[src/rtl/tg_pkg.sv]
package tg_pkg;
    typedef enum logic [1:0] {
        LVL_OK    = 2'd0,
        LVL_BLANK = 2'd1,
        LVL_CUT   = 2'd2
    } lvl_e;
endpackage

[src/rtl/tg_agree_filter.sv]
module tg_agree_filter #(
    parameter int LEN = 4
) (
    input  logic clk,
    input  logic rst_n,
    input  logic raw,
    output logic level
);
    localparam int CW = $clog2(LEN + 1);
    localparam logic [CW-1:0] LAST = CW'(LEN - 1);

    typedef struct packed {
        logic          lvl;
        logic [CW-1:0] run;
    } flt_t;

    flt_t st_d, st_q;

    always_comb begin
        st_d = st_q;
        if (raw != st_q.lvl) begin
            if (st_q.run == LAST) begin
                st_d.lvl = raw;
                st_d.run = '0;
            end else begin
                st_d.run = st_q.run + 1'b1;
            end
        end else begin
            st_d.run = '0;
        end
    end

    always_ff @(posedge clk or negedge rst_n) begin
        if (!rst_n) st_q <= '0;
        else        st_q <= st_d;
    end

    assign level = st_q.lvl;

    // a new filtered value must agree with the raw input of the last two edges
    generate
        if (LEN >= 2) begin : g_chk
            a_r8_agree: assert property (@(posedge clk) disable iff (!rst_n)
                !$stable(level) |-> ($past(raw) == level && $past(raw, 2) == level));
        end
    endgenerate
endmodule

[src/rtl/tg_field_watch.sv]
module tg_field_watch (
    input  logic clk,
    input  logic rst_n,
    input  logic strobe,
    input  logic fb,
    output logic missing
);
    typedef struct packed {
        logic fb_prev;
        logic seen;
        logic miss;
    } fw_t;

    fw_t st_d, st_q;
    logic fall;

    always_comb begin
        fall = st_q.fb_prev & ~fb;
        st_d = st_q;
        st_d.fb_prev = fb;
        if (strobe) begin
            st_d.miss = ~(st_q.seen | fall);
            st_d.seen = 1'b0;
        end else if (fall) begin
            st_d.seen = 1'b1;
        end
    end

    always_ff @(posedge clk or negedge rst_n) begin
        if (!rst_n) st_q <= '0;
        else        st_q <= st_d;
    end

    assign missing = st_q.miss;

    // the missing-edge flag moves only at field boundaries
    a_r1_hold: assert property (@(posedge clk) disable iff (!rst_n)
        !strobe |=> $stable(missing));
    // a falling edge on the boundary cycle counts for the closing field
    a_r2_edge_on_strobe: assert property (@(posedge clk) disable iff (!rst_n)
        (strobe && $past(fb) && !fb) |=> !missing);
endmodule

[src/rtl/tg_level_decode.sv]
module tg_level_decode
    import tg_pkg::*;
(
    input  logic lo,
    input  logic hi,
    output lvl_e lvl
);
    always_comb begin
        if (hi)      lvl = LVL_CUT;
        else if (lo) lvl = LVL_BLANK;
        else         lvl = LVL_OK;
    end
endmodule

[src/rtl/tube_guard.sv]
module tube_guard
    import tg_pkg::*;
#(
    parameter int FILT_LEN = 4
) (
    input  logic clk,
    input  logic rst_n,
    input  logic field_strobe,
    input  logic flyback_in,
    input  logic safe_lo,
    input  logic safe_hi,
    input  logic cfg_fb_blank,
    output logic rgb_blank,
    output logic hdrive_en
);
    logic lo_f, hi_f, miss;
    lvl_e lvl;

    tg_agree_filter #(.LEN(FILT_LEN)) u_flt_lo (
        .clk(clk), .rst_n(rst_n), .raw(safe_lo), .level(lo_f)
    );
    tg_agree_filter #(.LEN(FILT_LEN)) u_flt_hi (
        .clk(clk), .rst_n(rst_n), .raw(safe_hi), .level(hi_f)
    );
    tg_field_watch u_fw (
        .clk(clk), .rst_n(rst_n), .strobe(field_strobe), .fb(flyback_in), .missing(miss)
    );
    tg_level_decode u_dec (
        .lo(lo_f), .hi(hi_f), .lvl(lvl)
    );

    always_comb begin
        rgb_blank = miss | (lvl != LVL_OK) | (cfg_fb_blank & flyback_in);
        hdrive_en = (lvl != LVL_CUT);
    end

    // horizontal drive never runs stopped while RGB is driven
    a_r7_cut_blanks: assert property (@(posedge clk) disable iff (!rst_n)
        !hdrive_en |-> rgb_blank);
    // flyback blanking option is immediate
    a_r4_fb_blank: assert property (@(posedge clk) disable iff (!rst_n)
        (cfg_fb_blank && flyback_in) |-> rgb_blank);
    // lower threshold alone keeps horizontal drive running
    a_r6_lo_only: assert property (@(posedge clk) disable iff (!rst_n)
        (lo_f && !hi_f) |-> (rgb_blank && hdrive_en));
endmodule

[config.mk]
export PLATFORM = sky130hd
export DESIGN_NAME = tube_guard
export DESIGN_NICKNAME = d
export VERILOG_FILES = /design/src/rtl/tg_pkg.sv /design/src/rtl/tg_agree_filter.sv /design/src/rtl/tg_field_watch.sv /design/src/rtl/tg_level_decode.sv /design/src/rtl/tube_guard.sv
export SDC_FILE = /design/constraint.sdc
export NUM_CORES = 1
export LEC_CHECK = 0
export CORE_MARGIN = 5
export CORE_UTILIZATION = 35
export CTS_CLUSTER_SIZE = 40
export DETAILED_ROUTE_END_ITERATION = 10
export SKIP_LAST_GASP = 1
export SYNTH_ARGS = -nofsm -noshare
export SYNTH_HDL_FRONTEND = slang
export SYNTH_HIERARCHICAL = 1
export SYNTH_SLANG_ARGS = --single-unit
[constraint.sdc]
create_clock -name clk -period 1.1 [get_ports clk]
set_input_delay 0.11 -clock clk [delete_from_list [all_inputs] [get_ports clk]]
set_output_delay 0.11 -clock clk [all_outputs]
set_load 0.05 [all_outputs]
==> results by group <==
Clock tree
  – Root Buffer: clkbuf_4
  – CTS tree: yes
  – Num CTS Buffers: 3
  – Clk slew on worst S/H paths: about 80 ps
  – H-tree depth: 1
  – Later-pin clock latency in the skew report: roughly 260 ps
  – CTS max path bufs: 2
  – CTS sink cnt: 11

Yosys
  – Top cells by area, synth: dfrtp_1, nor2b_4, nor3b_1
  – Synth top area share: a little under three fifths
  – Syn Inst Count: 34
  – Post-synth ARST share: 100%
  – Synth area leader: dfrtp_1
  – Flops & latches, synth: 11
  – Post-synthesis sequential area ratio: between 50% and 60%
  – Post-synth top cells: dfrtp_1, nor2b_4, nor3b_1
  – Syn nets: 43
  – Post-synthesis cell type count: 13
  – EDFF count, synth: 0
  – Syn avg cell area: about 14 sq um
  – Most frequent cell after synthesis: dfrtp_1
  – Mapped cell area: between 400 and 500 sq um
  – Yosys warns: 6
  – Ys flop type: dfrtp_1

Detailed routing
  – Post-DR vias/cell: between 4 and 5
  – Vias: approximately 330
  – Drt first pass iters: 1
  – Final wirelength: around 930 microns
  – DRC: 0
  – Iter 0 DRT Violations: 0
  – Post-route antenna net violation count: 0
  – Drt wl/cell: between 10 and 15 microns

Worst setup path
  – Largest stage delay, worst path: 450 ps
  – Critical Path Fanout Max: 4
  – Worst r2r src: u_flt_hi/st_q[0]
  – R2R Path End: u_flt_hi/level
  – Crit. End Element: primary output
  – Data arrival, critical path: 1290 ps
  – Required @ worst endpoint: 990 ps
  – Critical Path Source: u_flt_hi/level
  – Internal reg-to-reg setup slack: -30 ps
  – Critical Path Start Type: register
  – Slowest cell on crit path: dfrtp_2
  – Critical path class: register to primary output
  – Worst setup endpoint: rgb_blank
  – Crit-path cells: a2111o_2 > buf_8
  – R2R depth: 3

Global routing
  – Global-route wire length before repair: approximately 1600 microns
  – Largest net degree at the start of global routing: 12
  – Met3 usage: 2.68%
  – Antenna violations before repair: 0
  – Vias in the first global route: about 350
  – Grt ovf: 0
  – GR Util met2: 17.9%
  – GR Util All Layers: 10.2%
  – Grt peak-use layer: met2
  – Global-route met1 utilization: 11.2%

Power and ir drop
  – Switching share of power: between 30% and 40%
  – Seq pwr share: 31.7%
  – Worst vdd ir: between 1000 and 1500 uV
  – Pwr dens: 2400 nW/um^2
  – Clock power share: about 15%
  – Leak pwr: between 0.3 and 0.4 nW
  – Psw: roughly 0.60 mW
  – Logic pwr share: between 50% and 60%
  – Internal power: approximately 1.3 mW

Place
  – Port Buffers: 8
  – Pre-CTS setup slack: -168 ps
  – Final HPWL DP: 633 microns
  – Global placement routability congestion: approximately 0.71
  – Placed instance area: between 600 and 700 sq um

Timing
  – Final hold vios: 0
  – Final-report setup violation count: 3
  – Worst slew pin tran: 476 ps
  – Final worst path period share: 128%
  – Clk_skew: around 8.1 ps
  – Setup WS post-layout: -304 ps
  – Min cycle time layout: 1400 ps
  – FMAX: slightly above 0.7 GHz
  – Unrepaired setup endpoints after global routing: yes
  – Final max-slew violation count: 0
  – Relative slew slack: about two thirds

Floorplan
  – Chip Width: between 40 and 50 microns
  – Num rows: 13
  – Initial Util: 37.4%
  – Die area: 2240 sq um
  – I/O pin count: 9
  – Total core area: around 1300 sq um
  – Die Y: ~47 microns

Worst hold path
  – HP Class: input port to async pin

Cells and area
  – Design Area, Final: slightly below 800 sq um
  – ANT cells: 0
  – Final #Nets: 66
  – Share of post-route cells with drive strength above 1: between 50% and 60%
  – Area delta synth->final: 59.1%

Outcome
  – Outcome: complete, but fails checks
  – Violated checks: negative setup slack

Flow run
  – Max cap viols: 0
[worst min-delay path by stage]
stage                           startpoint               end  depth (start not counted)
final                                rst_n      u_fw/missing                          1
after CTS                            rst_n      u_fw/missing                          1
after global placement    u_flt_lo/st_q[0]  u_flt_lo/st_q[0]                          1
after floorplan                      rst_n    u_flt_hi/level                          0
after detailed placement  u_flt_lo/st_q[0]  u_flt_lo/st_q[0]                          1
after global routing                 rst_n      u_fw/st_q[2]                          1
[sequential cells by signal, indices dropped and copies added, names as in the netlist]
name / flops
u_flt_lo/level: 1
u_flt_lo/st_q: 3
u_flt_hi/level: 1
u_fw/missing: 1
u_flt_hi/st_q: 3
u_fw/st_q: 2
[layout make-up]
| cell class | count | area [sq um] |
|---|---|---|
| fill | 112 | 527 |
| tap | 15 | 18.8 |
| sequential | 11 | 277 |
| clock buffer | 4 | 26.3 |
| inverter | 1 | 3.75 |
| multi-input combinational | 21 | 268 |
| timing repair buffer | 19 | 181 |
[worst max-delay path: cells and delay by family, from the launching register on]
| kind | cells | cell delay (ps) |
|---|---|---|
| flip-flops | 1 | 450 |
| buffers and inverters | 1 | 160 |
| AO/OA/AOI/OAI | 1 | 420 |
[kinds of logic after synthesis]
| logic type | synth area share (%) |
|---|---|
| and+or+nand+nor | 22.1 |
| DFF | 56.6 |
| AOI/OAI and AO/OA | 5.66 |
| xor gates and xnor gates | 3.60 |
| buffers and inverters | 2.31 |
| muxes | 4.63 |
| adders and majority gates | 5.14 |
[layout by cell type (no fill, tap or decap)]
master	instances
a2111o_2	1
buf_12	1
buf_4	10
buf_6	1
buf_8	1
clkbuf_1	1
clkbuf_4	3
clkdlybuf4s50_1	6
dfrtp_1	10
dfrtp_2	1
ha_2	2
inv_1	1
mux2_4	2
nand2b_1	1
nand2b_4	1
nor2b_4	4
nor3_1	1
nor3_2	1
nor3b_1	1
nor3b_2	3
o21ba_1	1
o22ai_1	1
xnor2_2	1
xnor2_4	1
[routing by layer]
metal / vias to the layer above / wire length [microns]
li1: 161 / -
met1: 161 / 377
met2: 3 / 523
met3: 0 / 32
met4: 0 / 0
met5: - / 0
[power groups by stage]
stage	clock network [mW]	logic, mW	registers, mW
5_1_grt	0.306	1.06	0.594
6_report	0.274	0.995	0.588
2_1_floorplan	0	0.419	0.578
3_3_place_gp	0	0.638	0.580
4_1_cts	0.283	0.922	0.580
3_5_place_dp	0	0.669	0.585
[timing repair]
item	CTS	global route
buffers inserted	5	2
hold buffers	0	0
setup endpoints to repair	7	8
pin swaps	3	5
endpoints found under the hold margin	0	0
gates resized for setup	11	5
[stage by stage]
step	utilization [%]	setup TNS, ps	instances	hold slack [ps]	power [mW]
2_1_floorplan	-	-49.2	34	-186	0.997
3_3_place_gp	48.0	-160	61	424	1.22
3_5_place_dp	48.0	-224	61	442	1.25
4_1_cts	57.0	-535	70	184	1.78
5_1_grt	59.5	-653	71	216	1.96
6_report	59.5	-531	71	166	1.86
(Power assumes the default switching activity.)
